### src/rtl/sertx_pkg.sv
package sertx_pkg;

  localparam int DW     = 8;
  localparam int MIN_DW = 5;
  localparam int FW     = 1 + DW + 1 + 2;
  localparam int CNT_W  = $clog2(FW + 1);

  typedef struct packed {
    logic [1:0] wlen;
    logic       par_inhibit;
    logic       par_even;
    logic       two_stop;
  } sertx_cfg_t;

  function automatic int data_bits(logic [1:0] wlen);
    return MIN_DW + int'(wlen);
  endfunction

  function automatic logic [DW-1:0] data_mask(logic [1:0] wlen);
    logic [DW-1:0] m;
    m = '0;
    for (int i = 0; i < DW; i++) begin
      if (i < data_bits(wlen)) m[i] = 1'b1;
    end
    return m;
  endfunction

  function automatic logic parity_of(logic [DW-1:0] data, sertx_cfg_t cfg);
    logic p;
    p = ^(data & data_mask(cfg.wlen));
    return cfg.par_even ? p : ~p;
  endfunction

  function automatic logic [CNT_W-1:0] frame_len(sertx_cfg_t cfg);
    int n;
    n = 1 + data_bits(cfg.wlen) + (cfg.par_inhibit ? 0 : 1) + (cfg.two_stop ? 2 : 1);
    return CNT_W'(n);
  endfunction

  function automatic logic [FW-1:0] build_frame(logic [DW-1:0] data, sertx_cfg_t cfg);
    logic [FW-1:0] f;
    int nb;
    nb   = data_bits(cfg.wlen);
    f    = '1;
    f[0] = 1'b0;
    for (int i = 0; i < DW; i++) begin
      if (i < nb) f[1 + i] = data[i];
    end
    if (!cfg.par_inhibit) f[1 + nb] = parity_of(data, cfg);
    return f;
  endfunction

endpackage

### src/rtl/sertx_ctrl_reg.sv
module sertx_ctrl_reg
  import sertx_pkg::*;
(
  input  logic       clk,
  input  logic       rst_n,
  input  logic       load,
  input  sertx_cfg_t cfg_in,
  output sertx_cfg_t cfg_q
);

  always_ff @(posedge clk or negedge rst_n) begin
    if (!rst_n)    cfg_q <= '0;
    else if (load) cfg_q <= cfg_in;
  end

endmodule

### src/rtl/sertx_hold_reg.sv
module sertx_hold_reg
  import sertx_pkg::*;
(
  input  logic          clk,
  input  logic          rst_n,
  input  logic          load,
  input  logic [DW-1:0] data_in,
  input  logic          take,
  output logic [DW-1:0] data_q,
  output logic          full
);

  always_ff @(posedge clk or negedge rst_n) begin
    if (!rst_n) begin
      data_q <= '0;
      full   <= 1'b0;
    end else begin
      if (load) data_q <= data_in;
      if (load)      full <= 1'b1;
      else if (take) full <= 1'b0;
    end
  end

endmodule

### src/rtl/sertx_shifter.sv
module sertx_shifter
  import sertx_pkg::*;
#(
  parameter int TICKS_PER_BIT = 16
) (
  input  logic          clk,
  input  logic          rst_n,
  input  logic          tick,
  input  logic          hold_full,
  input  logic [DW-1:0] hold_data,
  input  sertx_cfg_t    cfg,
  output logic          take,
  output logic          bit_end,
  output logic          frame_end,
  output logic          busy,
  output logic          txd
);

  localparam int SUB_W = (TICKS_PER_BIT > 1) ? $clog2(TICKS_PER_BIT) : 1;
  localparam logic [SUB_W-1:0] SUB_LAST = SUB_W'(TICKS_PER_BIT - 1);

  logic [FW-1:0]    sreg;
  logic [CNT_W-1:0] left;
  logic [SUB_W-1:0] sub;

  assign bit_end   = busy && tick && (sub == SUB_LAST);
  assign frame_end = bit_end && (left == CNT_W'(1));
  assign take      = tick && hold_full && (!busy || frame_end);
  assign txd       = sreg[0];

  always_ff @(posedge clk or negedge rst_n) begin
    if (!rst_n) begin
      sreg <= '1;
      left <= '0;
      sub  <= '0;
      busy <= 1'b0;
    end else if (take) begin
      sreg <= build_frame(hold_data, cfg);
      left <= frame_len(cfg);
      sub  <= '0;
      busy <= 1'b1;
    end else if (frame_end) begin
      sreg <= '1;
      left <= '0;
      sub  <= '0;
      busy <= 1'b0;
    end else if (bit_end) begin
      sreg <= {1'b1, sreg[FW-1:1]};
      left <= left - CNT_W'(1);
      sub  <= '0;
    end else if (busy && tick) begin
      sub  <= sub + SUB_W'(1);
    end
  end

endmodule

### src/rtl/dbuf_serial_tx.sv
module dbuf_serial_tx
  import sertx_pkg::*;
#(
  parameter int TICKS_PER_BIT = 16
) (
  input  logic          clk,
  input  logic          rst_n,
  input  logic          tick,
  input  logic          ctl_load,
  input  logic [1:0]    cfg_wlen,
  input  logic          cfg_par_inhibit,
  input  logic          cfg_par_even,
  input  logic          cfg_two_stop,
  input  logic          hold_load,
  input  logic [DW-1:0] hold_data,
  output logic          txd,
  output logic          hold_empty,
  output logic          shift_empty
);

  sertx_cfg_t    cfg_pins;
  sertx_cfg_t    cfg_q;
  logic [DW-1:0] held;
  logic          hold_full;
  logic          xfer;
  logic          bit_end;
  logic          frame_end;
  logic          busy;

  assign cfg_pins = '{wlen: cfg_wlen, par_inhibit: cfg_par_inhibit,
                      par_even: cfg_par_even, two_stop: cfg_two_stop};

  sertx_ctrl_reg u_ctrl (
    .clk    (clk),
    .rst_n  (rst_n),
    .load   (ctl_load),
    .cfg_in (cfg_pins),
    .cfg_q  (cfg_q)
  );

  sertx_hold_reg u_hold (
    .clk     (clk),
    .rst_n   (rst_n),
    .load    (hold_load),
    .data_in (hold_data),
    .take    (xfer),
    .data_q  (held),
    .full    (hold_full)
  );

  sertx_shifter #(.TICKS_PER_BIT(TICKS_PER_BIT)) u_shift (
    .clk       (clk),
    .rst_n     (rst_n),
    .tick      (tick),
    .hold_full (hold_full),
    .hold_data (held),
    .cfg       (cfg_q),
    .take      (xfer),
    .bit_end   (bit_end),
    .frame_end (frame_end),
    .busy      (busy),
    .txd       (txd)
  );

  assign hold_empty  = ~hold_full;
  assign shift_empty = ~busy;

endmodule

### config.mk
export PLATFORM = sky130hd
export DESIGN_NAME = dbuf_serial_tx
export DESIGN_NICKNAME = d
export VERILOG_FILES = /design/src/rtl/sertx_pkg.sv /design/src/rtl/sertx_ctrl_reg.sv /design/src/rtl/sertx_hold_reg.sv /design/src/rtl/sertx_shifter.sv /design/src/rtl/dbuf_serial_tx.sv
export SDC_FILE = /design/constraint.sdc
export NUM_CORES = 1
export LEC_CHECK = 0
export CORE_ASPECT_RATIO = 1.75
export CORE_MARGIN = 2
export CORE_UTILIZATION = 59
export CTS_BUF_LIST = sky130_fd_sc_hd__clkbuf_8
export CTS_CLUSTER_DIAMETER = 80
export CTS_CLUSTER_SIZE = 24
export DETAILED_ROUTE_END_ITERATION = 7
export PLACE_DENSITY = 0.79
export REMOVE_ABC_BUFFERS = 1
export SLEW_MARGIN = 20
export SYNTH_ARGS = -nofsm -noshare
export SYNTH_HDL_FRONTEND = slang
export SYNTH_SLANG_ARGS = --single-unit
### constraint.sdc
create_clock -name clk -period 3 [get_ports clk]
set_input_delay 0.3 -clock clk [delete_from_list [all_inputs] [get_ports clk]]
set_output_delay 0.3 -clock clk [all_outputs]
set_load 0.1 [all_outputs]
==> impl_metrics.py <==
metrics = {
    "die": {
        "die-area_um2": 4050,
        "core_area_um2": 3400,
        "start_util_pct": 61.4,
        "fp-row-count": 28,
        "die_h_um": 82.7,
        "io_pins": 21,
        "die_w_um": 48.9,
    },
    "layout": {
        "finalCoreUtilization_pct": 71.3,
        "syn2layout_area_growth_pct": 16.2,
        "final_cell_mix": "nor2_1, dfrtp_1, clkdlybuf4s50_1, nand2_1, o21ai_0",
        "drive_above_1_share_pct": 16.1,
        "n_antenna_cell": 0,
        "fillers": 267,
        "final_common_cell": "nor2_1",
        "final_nets": 263,
    },
    "placement": {
        "pre_cts_ws_ns": 0.508,
        "gp_congestion": 0.907,
        "io_buffers": 20,
        "dpl.hpwl_um": 3300,
    },
    "clock_tree": {
        "cts_root_buf": "clkbuf_8",
        "cts_resized": 0,
        "insertion_delay_ns": 0.29,
        "post-cts-setup-buffer-count": 0,
        "numCtsBuffers": 5,
        "clock_sinks": 35,
        "clkTransAtPathRegs_ns": 0.08,
        "cts_buffer_depth": 2,
        "cts_max_level": 2,
        "cts_hold_buf": 0,
        "cts_tree": "done",
    },
    "sta": {
        "worst_slack_ns": 0.517,
        "rsz0062_at_grt": "no",
        "min_period_ns": 2.48,
        "hold_violations": 0,
        "timing.final.max_slew_violations": 0,
        "setup_tns_ns": 0,
        "setup_viol": 0,
        "relSlewSlack_pct": 55.2,
        "worstMarginPinSlew_ns": 0.668,
        "max_freq_ghz": 0.403,
        "finClkSkew_ns": 0.00535,
        "post-route-period-util_pct": 82.8,
    },
    "job": {
        "max-cap-violations": 0,
    },
    "drt": {
        "drc_errors": 0,
        "wirelength_um": 4420,
        "wl_per_cell_um": 16.1,
        "vias": 1619,
        "postRouteAntennaNets": 0,
        "drt_iter0_markers": 55,
        "firstDrtPassIters": 4,
        "viasPerCell": 5.89,
    },
    "grt": {
        "grtUsageTotal_pct": 25.9,
        "grt_max_degree": 36,
        "antenna_found_initial": 0,
        "grt_overflow": 0,
        "grt_pass1_wl_um": 7900,
        "first_global_vias": 1694,
    },
    "synthesis": {
        "synth_cell_types": 50,
        "avgSynthCellArea_um2": 10.0,
        "ys_ff_latch": 35,
        "netlist_area_um2": 2090,
        "syn_inst": 208,
        "yosysWarnings": 0,
        "synth_edf_count": 0,
        "yosysSeqAreaShare_pct": 42.7,
        "synth_flop_cell": "dfrtp_1",
        "async_reset_ff_share_pct": 100,
    },
    "critical_path": {
        "path_buf_inv": 2,
        "worstSetupPathType": "flop to flop",
        "crit_arrival_ns": 2.71,
        "critPathTopFamily": "XOR/XNOR gates",
        "slowest_delay_ns": 0.46,
        "path_max_fanout": 6,
        "critPathSlowestCell": "dfrtp_1",
        "cp-end-kind": "flop",
        "crit_path_start_kind": "flop",
        "path_cells": "inv_1, ha_1, inv_1, ha_1, nor2b_1, xnor2_1, xnor3_1, or3b_1, a22o_1",
        "worstPathRequired_ns": 3.23,
    },
    "power": {
        "vdd_ir_drop_max_mv": 0.447,
        "power.density_nw_per_um2": 732,
        "p_leak_nw": 1.02,
    },
    "run_status": {
        "run_status": "completed",
    },
    "min_path": {
        "hp-class": "input pin to asynchronous set/reset pin",
    },
}
worst paths after layout:
path / start / endpoint / slack [ns] / depth (start not counted)
max: u_ctrl.cfg_q[3] / u_shift.sreg[5] / 0.52 / 9
min reg2reg: u_shift.sreg[7] / u_shift.sreg[7] / 0.49 / 2
max reg2reg: u_ctrl.cfg_q[3] / u_shift.sreg[5] / 0.52 / 9
min: rst_n / u_shift.sub[1] / 0.41 / 2
max in group asynchronous: rst_n / u_shift.sreg[8] / 2.23 / 2
min in group clk: u_shift.sreg[7] / u_shift.sreg[7] / 0.49 / 2
cells in the mapped netlist, types with 3 or more instances:
master,instances,area [um^2]
nor2_1,24,90.1
dfrtp_1,23,576
nand2_1,16,60.1
o21ai_0,15,75.1
ha_1,14,175
dfstp_2,12,315
inv_1,12,45.0
mux2_2,10,113
xnor2_1,9,78.8
o22ai_1,6,37.5
a21oi_1,5,25.0
nor2b_1,5,31.3
buf_2,3,15.0
clkbuf_1,3,11.3
nor4_1,3,18.8
xor2_1,3,26.3
sequential cells by signal, summed over array words and instances, names as in the netlist:
name	cells
u_shift.sub	4
u_shift.left	4
u_hold.full	1
u_hold.data_q	8
u_ctrl.cfg_q	5
u_shift.busy	1
u_shift.sreg	12
power by group:
group	internal, mW	switching, mW	total [mW]
sequential	0.676	0.116	0.792
clock	0.247	0.182	0.430
combinational	0.261	0.291	0.552
layer usage:
layer	GRT usage (%)	part of all wire [%]	vias to the layer above	wire, um
li1	-	-	770	-
met1	28.3	38	787	1680
met2	47.3	54	47	2400
met3	5.58	4.4	15	195
met4	12.9	3.4	0	150
met5	0	0	-	0
cell type report:
cell class	instances	area, um^2	area share [%]
multi-input combinational	154	1120	46.2
tap	45	56.3	2.32
clock inverter	3	43.8	1.81
clock buffer	5	68.8	2.84
sequential	35	891	36.8
inverter	12	45.0	1.86
timing repair buffer	21	200	8.26
worst reg2reg max path, cell delays in order, from the launching register on:
cell and delay [ns]:
dfrtp_1 0.46, inv_1 0.21, ha_1 0.21, inv_1 0.06, ha_1 0.19, nor2b_1 0.15
xnor2_1 0.15, xnor3_1 0.43, or3b_1 0.37, a22o_1 0.20
stage by stage:
stage / hold slack [ns] / instance area [um^2] / cells / power, mW
5_1_grt: 0.458 / 2420 / 275 / 1.89
3_3_place_gp: 0.473 / 2310 / 267 / 1.32
2_1_floorplan: 0.00441 / 2050 / 201 / 1.19
6_report: 0.409 / 2420 / 275 / 1.77
4_1_cts: 0.433 / 2420 / 275 / 1.78
3_5_place_dp: 0.479 / 2310 / 267 / 1.35
kinds of logic (layout without fill, tap and decap cells):
| group | after synthesis | count (layout) | synth area share [%] |
|---|---|---|---|
| AOI/OAI and AO/OA | 46 | 46 | 14.4 |
| xor gates and xnor gates | 13 | 13 | 6.12 |
| muxes | 10 | 10 | 5.40 |
| adders and majority gates | 16 | 16 | 10.3 |
| and+or+nand+nor | 69 | 69 | 17.4 |
| DFF | 35 | 35 | 42.7 |
| buffers and inverters | 19 | 41 | 3.66 |
No activity file was read; power rests on OpenSTA's default activity.
